File: src/rtl/pwm_blank_pkg.sv
package pwm_blank_pkg;

  // Period length actually used: at least two clocks so one can be live.
  function automatic int unsigned eff_period(input int unsigned p);
    return (p < 2) ? 2 : p;
  endfunction

  // Forced-off interval actually used: at least one clock.
  function automatic int unsigned eff_dead(input int unsigned d);
    return (d == 0) ? 1 : d;
  endfunction

  // Mask window test: offset since pulse start compared with window length.
  function automatic bit in_window(input int unsigned offs, input int unsigned len);
    return offs < len;
  endfunction

endpackage

File: src/rtl/pwm_cycle_timer.sv
module pwm_cycle_timer
  import pwm_blank_pkg::*;
#(
  parameter int CNT_W = 8
) (
  input  logic             clk,
  input  logic             rst_n,
  input  logic [CNT_W-1:0] cfg_period,
  input  logic [CNT_W-1:0] cfg_dead,
  input  logic [CNT_W-1:0] cfg_blank,
  input  logic             cfg_alt,
  output logic [CNT_W-1:0] pos_q,
  output logic [CNT_W-1:0] dead_q,
  output logic [CNT_W-1:0] blank_q,
  output logic             alt_q,
  output logic             sel_q,
  output logic             wrap_ev,
  output logic             start_ev
);

  logic [CNT_W-1:0] per_q;
  logic             run_q;
  logic             load_ev;

  assign wrap_ev  = run_q && (pos_q == per_q - CNT_W'(1));
  assign load_ev  = !run_q || wrap_ev;
  // Pulse arms at the edge that ends the last forced-off clock.
  assign start_ev = run_q && !wrap_ev && (pos_q == dead_q - CNT_W'(1));

  always_ff @(posedge clk or negedge rst_n) begin
    if (!rst_n) begin
      run_q   <= 1'b0;
      pos_q   <= '0;
      per_q   <= CNT_W'(2);
      dead_q  <= CNT_W'(1);
      blank_q <= '0;
      alt_q   <= 1'b0;
      sel_q   <= 1'b0;
    end else begin
      run_q <= 1'b1;
      if (load_ev) begin
        pos_q   <= '0;
        per_q   <= CNT_W'(eff_period(32'(cfg_period)));
        dead_q  <= CNT_W'(eff_dead(32'(cfg_dead)));
        blank_q <= cfg_blank;
        alt_q   <= cfg_alt;
      end else begin
        pos_q <= pos_q + CNT_W'(1);
      end
      if (wrap_ev) sel_q <= ~sel_q;
    end
  end

  p_pos_in_period_r9: assert property (@(posedge clk) disable iff (!rst_n)
    pos_q < per_q);

  p_cfg_stable_r9: assert property (@(posedge clk) disable iff (!rst_n)
    (run_q && !wrap_ev) |=> ($stable(dead_q) && $stable(blank_q) && $stable(alt_q)));

endmodule

File: src/rtl/pwm_leb_timer.sv
module pwm_leb_timer #(
  parameter int CNT_W = 8
) (
  input  logic             clk,
  input  logic             rst_n,
  input  logic             load,
  input  logic [CNT_W-1:0] len,
  output logic             mask_on
);

  logic [CNT_W-1:0] left_q;

  always_ff @(posedge clk or negedge rst_n) begin
    if (!rst_n)                 left_q <= '0;
    else if (load)              left_q <= len;
    else if (left_q != '0)      left_q <= left_q - CNT_W'(1);
  end

  assign mask_on = (left_q != '0);

  p_leb_loads_r5: assert property (@(posedge clk) disable iff (!rst_n)
    load |=> (mask_on == (len != '0) || $past(len) != '0) );

  p_leb_counts_down_r5: assert property (@(posedge clk) disable iff (!rst_n)
    (!load && !mask_on) |=> !mask_on);

endmodule

File: src/rtl/pwm_fault_latch.sv
module pwm_fault_latch (
  input  logic clk,
  input  logic rst_n,
  input  logic ocp,
  input  logic clr,
  output logic fault_q
);

  always_ff @(posedge clk or negedge rst_n) begin
    if (!rst_n)        fault_q <= 1'b0;
    else if (ocp)      fault_q <= 1'b1;
    else if (clr)      fault_q <= 1'b0;
  end

  p_ocp_sets_r7: assert property (@(posedge clk) disable iff (!rst_n)
    ocp |=> fault_q);

  p_fault_holds_r8: assert property (@(posedge clk) disable iff (!rst_n)
    (fault_q && !clr) |=> fault_q);

  p_fault_clears_r8: assert property (@(posedge clk) disable iff (!rst_n)
    (fault_q && clr && !ocp) |=> !fault_q);

endmodule

File: src/rtl/pwm_blank_ctrl.sv
module pwm_blank_ctrl
  import pwm_blank_pkg::*;
#(
  parameter int CNT_W = 8
) (
  input  logic             clk,
  input  logic             rst_n,
  input  logic [CNT_W-1:0] cfg_period,
  input  logic [CNT_W-1:0] cfg_dead,
  input  logic [CNT_W-1:0] cfg_blank,
  input  logic             cfg_alt,
  input  logic             pwm_trip,
  input  logic             ilim_trip,
  input  logic             ocp_trip,
  input  logic             fault_clr,
  output logic             drv_a,
  output logic             drv_b,
  output logic             fault
);

  logic [CNT_W-1:0] pos_q, dead_q, blank_q;
  logic             alt_q, sel_q, wrap_ev, start_ev;
  logic             mask_on, fault_q;
  logic             live_q, kill_now, soft_trip, pulse_on;

  pwm_cycle_timer #(.CNT_W(CNT_W)) u_timer (
    .clk(clk), .rst_n(rst_n),
    .cfg_period(cfg_period), .cfg_dead(cfg_dead),
    .cfg_blank(cfg_blank), .cfg_alt(cfg_alt),
    .pos_q(pos_q), .dead_q(dead_q), .blank_q(blank_q),
    .alt_q(alt_q), .sel_q(sel_q),
    .wrap_ev(wrap_ev), .start_ev(start_ev)
  );

  pwm_leb_timer #(.CNT_W(CNT_W)) u_leb (
    .clk(clk), .rst_n(rst_n),
    .load(start_ev), .len(blank_q),
    .mask_on(mask_on)
  );

  pwm_fault_latch u_fault (
    .clk(clk), .rst_n(rst_n),
    .ocp(ocp_trip), .clr(fault_clr),
    .fault_q(fault_q)
  );

  // Named events for the checks below.
  assign soft_trip = !mask_on && (pwm_trip || ilim_trip);
  assign kill_now  = ocp_trip || fault_q || soft_trip;
  assign pulse_on  = live_q && !kill_now;

  always_ff @(posedge clk or negedge rst_n) begin
    if (!rst_n) live_q <= 1'b0;
    else        live_q <= (start_ev && !fault_q && !ocp_trip) ||
                          (live_q && !kill_now && !wrap_ev);
  end

  always_comb begin
    drv_a = pulse_on && (!alt_q || !sel_q);
    drv_b = pulse_on && (!alt_q ||  sel_q);
  end

  assign fault = fault_q;

  p_dead_low_r1: assert property (@(posedge clk) disable iff (!rst_n)
    (pos_q < dead_q) |-> (!drv_a && !drv_b));

  p_no_restart_r2: assert property (@(posedge clk) disable iff (!rst_n)
    (!live_q && !start_ev) |=> !live_q);

  p_paired_r3: assert property (@(posedge clk) disable iff (!rst_n)
    !alt_q |-> (drv_a == drv_b));

  p_alt_exclusive_r4: assert property (@(posedge clk) disable iff (!rst_n)
    alt_q |-> !(drv_a && drv_b));

  p_masked_survives_r5: assert property (@(posedge clk) disable iff (!rst_n)
    (live_q && mask_on && !ocp_trip && !fault_q) |-> (drv_a || drv_b));

  p_ocp_cuts_r7: assert property (@(posedge clk) disable iff (!rst_n)
    ocp_trip |-> (!drv_a && !drv_b));

  p_fault_blocks_r8: assert property (@(posedge clk) disable iff (!rst_n)
    fault |-> (!drv_a && !drv_b));

  p_wrap_ends_r10: assert property (@(posedge clk) disable iff (!rst_n)
    wrap_ev |=> !live_q);

endmodule

File: config.mk
export PLATFORM = sky130hd
export DESIGN_NAME = pwm_blank_ctrl
export DESIGN_NICKNAME = d
export VERILOG_FILES = /design/src/rtl/pwm_blank_pkg.sv /design/src/rtl/pwm_cycle_timer.sv /design/src/rtl/pwm_leb_timer.sv /design/src/rtl/pwm_fault_latch.sv /design/src/rtl/pwm_blank_ctrl.sv
export SDC_FILE = /design/constraint.sdc
export NUM_CORES = 1
export LEC_CHECK = 0
export BUFFER_PORTS_ARGS = -buffer_cell sky130_fd_sc_hd__clkbuf_2
export CAP_MARGIN = 20
export CORE_MARGIN = 4
export CORE_UTILIZATION = 50
export CTS_CLUSTER_SIZE = 40
export DETAILED_ROUTE_END_ITERATION = 8
export PLACE_DENSITY = 0.71
export SLEW_MARGIN = 20
export SYNTH_ARGS = -nofsm -noshare
export SYNTH_HDL_FRONTEND = slang
export SYNTH_SLANG_ARGS = --single-unit
File: constraint.sdc
create_clock -name clk -period 5.3 [get_ports clk]
set_clock_uncertainty 0.2 [all_clocks]
set_input_delay 1.325 -clock clk [delete_from_list [all_inputs] [get_ports clk]]
set_output_delay 1.325 -clock clk [all_outputs]
set_load 0.01 [all_outputs]
==> PnR_summary.wiki <==
{| class="wikitable"
! Metric !! Value
|-
| Status || complete, no violations
|-
| Number of placed instances with taps included || 322
|-
| Floorplan die height || 78.89 µm
|-
| Overall track demand over capacity in global routing || 0.1665
|-
| Ratio of routed vias to standard cells || 5.370
|-
| Final RePlAce weighted congestion || 0.7791
|-
| Clock root buffer master || clkbuf_8
|-
| Final number of max-transition violations || 0
|-
| Number of DRC violations after detailed routing || 0
|-
| Post-CTS Hold Buffers || 0
|-
| Port-buffer cells || 33
|-
| Sequential-to-total area share from yosys stat || 0.4492
|-
| Type of the tightest min-delay check || reg2reg
|-
| Total negative slack for setup checks || 0 ns
|-
| Total congestion overflow || 0
|-
| Via count of the first global-routing pass || 1,834
|-
| Avg Cell Area, Syn || 11.02 µm²
|-
| Termination of the worst setup path || drv_a
|-
| Ys async rst share || 1.000
|-
| Post-CTS Setup Bufs || 0
|-
| Post-synth EDFFs || 0
|-
| Slew Limit Headroom || 0.4847
|-
| Max Buffers Root-to-Sink || 2
|-
| Cell Pwr Density || 333.9 nW/µm²
|-
| Growth of design area from synthesis to finish || 11.21%
|-
| Synth Warn # || 0
|-
| Time the worst path needs with I/O delays and setup || 3.503 ns
|-
| Crit-path leading delay family || simple AND/OR/NAND/NOR gates
|-
| Internal power summed over all cells || 0.6486 mW
|-
| Critical path capture point type || primary output
|-
| Switching portion of total power || 0.3048
|-
| Violation count after the first detailed-routing iteration || 57
|-
| DR pass1 iterations || 4
|-
| Biggest cell delay along the critical path || 0.51 ns
|-
| Critical Path AT || 1.98 ns
|-
| Area used by multi-input combinational logic || 1279 µm²
|-
| Data required time at the worst endpoint || 3.77 ns
|-
| CP startpoint kind || flip-flop
|-
| Flop and latch count out of synthesis || 45
|-
| Deepest level of the CTS H-tree || 2
|-
| Relative contribution of combinational cells to total power || 0.280
|-
| IO Pins || 34
|-
| Clk sink count || 45
|-
| Clock share of power || 0.226
|-
| Slew at the pin with the worst max-slew slack || 0.7702 ns
|-
| Mapped Area || 2512 µm²
|-
| Slack of the worst reg-to-reg path || 2.01 ns
|-
| Area of the die || 6223 µm²
|-
| Worst Path Class, Setup || reg2out
|-
| Cell with the biggest individual delay on the critical path || nor4_1
|-
| TritonCTS clock tree || done
|-
| Nets || 298
|-
| Achievable frequency || 285.4 MHz
|-
| Resized cells post-CTS || 0
|-
| Final core area utilization || 0.5838
|-
| Final Hold Fails || 0
|-
| Worst flop-to-flop path endpoint || u_timer.dead_q[3]$_DFFE_PN0N_
|-
| Commonest non-fill, non-tap cells in the layout || dfrtp_1 (43), clkbuf_2 (33), nor2_1 (24)
|-
| Clock insertion delay at the later pin of the skew report || 0.30 ns
|-
| Fill cell total of the finished layout || 418
|-
| Cell variety after synth || 53
|-
| Area of the core || 4786 µm²
|-
| Primary flip-flop cell chosen by synthesis mapping || dfrtp_1
|-
| Number of buffer and inverter stages on the critical path || 1
|-
| RSZ-0062 raised after global routing || no
|-
| # rows || 25
|-
| Effective utilization at floorplan || 0.5250
|-
| Fraction of final layout cells with drive strength greater than 1 || 0.3042
|-
| Startpoint of the most critical hold path || u_timer.blank_q[1]$_DFFE_PN0N_
|-
| Vias after detailed routing || 1,772
|-
| Worst flop-to-flop path startpoint || u_timer.per_q[0]$_DFFE_PN0N_
|-
| Post-route antenna net violation count || 0
|-
| Cell breakdown of the critical path || nor4_1 > nand3_1 > o211ai_1 > a21oi_1 > clkbuf_2
|-
| Antenna diodes || 0
|-
| Maximum fanout count along the critical path || 6
|-
| MaxCap Viol Count || 0
|-
| Share of the cycle needed by the critical path after routing || 0.6610
|-
| Number of cells on the critical path || 5
|-
| Detailed placer's ending HPWL || 3408 µm
|-
| Net switching power || 0.2844 mW
|-
| Maximum VDD drop || 0.2142 mV
|-
| Sequential share of power || 0.493
|-
| Largest net degree at the start of global routing || 46
|-
| Gate count after technology mapping || 228
|-
| Die X || 78.89 µm
|-
| Setup-violating endpoint count in the final report || 0
|-
| Number of nets produced by synthesis || 264
|-
| CTS clock-pin slew for the worst setup and hold paths || 0.09 ns
|-
| Initial antenna violation count || 0
|-
| Number of clock buffers inserted by TritonCTS || 5
|-
| Final non-filler cell total || 330
|-
| Wire length of the first global-routing pass || 8252 µm
|-
| Storage cell area || 1129 µm²
|-
| Total length of routed wires || 4641 µm
|-
| CP Launch Point || u_leb.left_q[3]$_DFFE_PN0P_
|-
| Cells on worst reg2reg path || 8
|-
| Most frequent standard cell in the layout excluding fill and tap cells || dfrtp_1
|-
| Pleak || 1.262 nW
|-
| Routed len/inst || 14.06 µm
|}
registers in the layout (all words and copies together), names as in the netlist:
name             cells
live_q               1
u_fault.fault_q      1
u_leb.left_q         8
u_timer.alt_q        1
u_timer.blank_q      8
u_timer.dead_q       8
u_timer.per_q        8
u_timer.pos_q        8
u_timer.run_q        1
u_timer.sel_q        1
worst register-to-register path: stages, from the launching register on:
cell      delay [ns]
dfrtp_1         0.42
inv_1           0.09
ha_1            0.21
or3b_1          0.37
or4_1           0.47
a22oi_1         0.20
o211ai_2        0.18
nand2_2         0.63
mux2_2          0.41
metal layers:
layer | track usage | vias to the layer above | part of all wire
li1 | - | 874 | -
met1 | 0.2256 | 856 | 0.48
met2 | 0.2657 | 35 | 0.47
met3 | 0.03628 | 7 | 0.039
met4 | 0.05670 | 0 | 0.012
met5 | 0 | - | 0
logic make-up after synthesis:
| group | synth area share |
|---|---|
| adders and majority gates | 0.02490 |
| AOI/OAI and AO/OA | 0.06922 |
| and+or+nand+nor | 0.1609 |
| other | 0.001493 |
| DFF | 0.4492 |
| muxes | 0.1584 |
| xor gates and xnor gates | 0.09412 |
| buffers and inverters | 0.04183 |
final cells by class:
type,instances,area share
Inverter,11,0.01478
Tap cell,67,0.03000
Timing Repair Buffer,34,0.06180
Sequential cell,45,0.4039
Clock inverter,2,0.005822
Clock buffer,6,0.02597
Multi-Input combinational cell,165,0.4577
cells in the mapped netlist (2+ instances only):
cell / instances / area share
dfrtp_1: 43 / 0.43
nor2_1: 24 / 0.036
mux2_2: 22 / 0.099
xnor2_1: 15 / 0.052
xor2_1: 12 / 0.042
inv_1: 11 / 0.016
nand3_1: 9 / 0.018
mux2_4: 8 / 0.048
a21oi_1: 6 / 0.012
nor4_1: 6 / 0.015
and3_1: 5 / 0.012
ha_1: 5 / 0.025
nor3_1: 5 / 0.010
nand2_1: 4 / 0.0060
buf_6: 3 / 0.013
mux2i_1: 3 / 0.012
nand2b_1: 3 / 0.0075
o21ai_0: 3 / 0.0060
a21o_1: 2 / 0.0060
dfstp_2: 2 / 0.021
nand4_1: 2 / 0.0050
o211ai_1: 2 / 0.0060
o221ai_1: 2 / 0.0070
or4_1: 2 / 0.0060
how the worst min path moves through the flow:
stage	endpoint	slack, ns	cells after the start
5_1_grt	u_timer.dead_q[0]$_DFFE_PN1N_	0.34	2
2_1_floorplan	u_timer.per_q[1]$_DFFE_PN1N_	0.28	2
6_report	u_leb.left_q[1]$_DFFE_PN0P_	0.31	1
3_3_place_gp	u_leb.left_q[0]$_DFFE_PN0P_	0.29	1
3_5_place_dp	u_leb.left_q[1]$_DFFE_PN0P_	0.30	1
4_1_cts	u_leb.left_q[1]$_DFFE_PN0P_	0.32	1
power groups by stage:
| stage | sequential [mW] | combinational [mW] | clock (mW) |
|---|---|---|---|
| finish | 0.460 | 0.262 | 0.211 |
| global route | 0.470 | 0.293 | 0.232 |
| CTS | 0.461 | 0.264 | 0.216 |
| detailed placement | 0.466 | 0.263 | 0 |
| global placement | 0.465 | 0.251 | 0 |
| floorplan | 0.451 | 0.215 | 0 |
metrics by stage:
stage	hold WS, ns	instance area (µm²)	setup WS (ns)	power (mW)
after floorplan	0.2766	2512	2.016	0.6664
after global placement	0.2857	2705	1.865	0.7167
after detailed placement	0.2961	2705	1.833	0.7292
after CTS	0.3167	2794	1.795	0.9414
after global routing	0.3378	2794	1.607	0.9946
final	0.3100	2794	1.797	0.9330
Power figures use the tool's default switching activity.
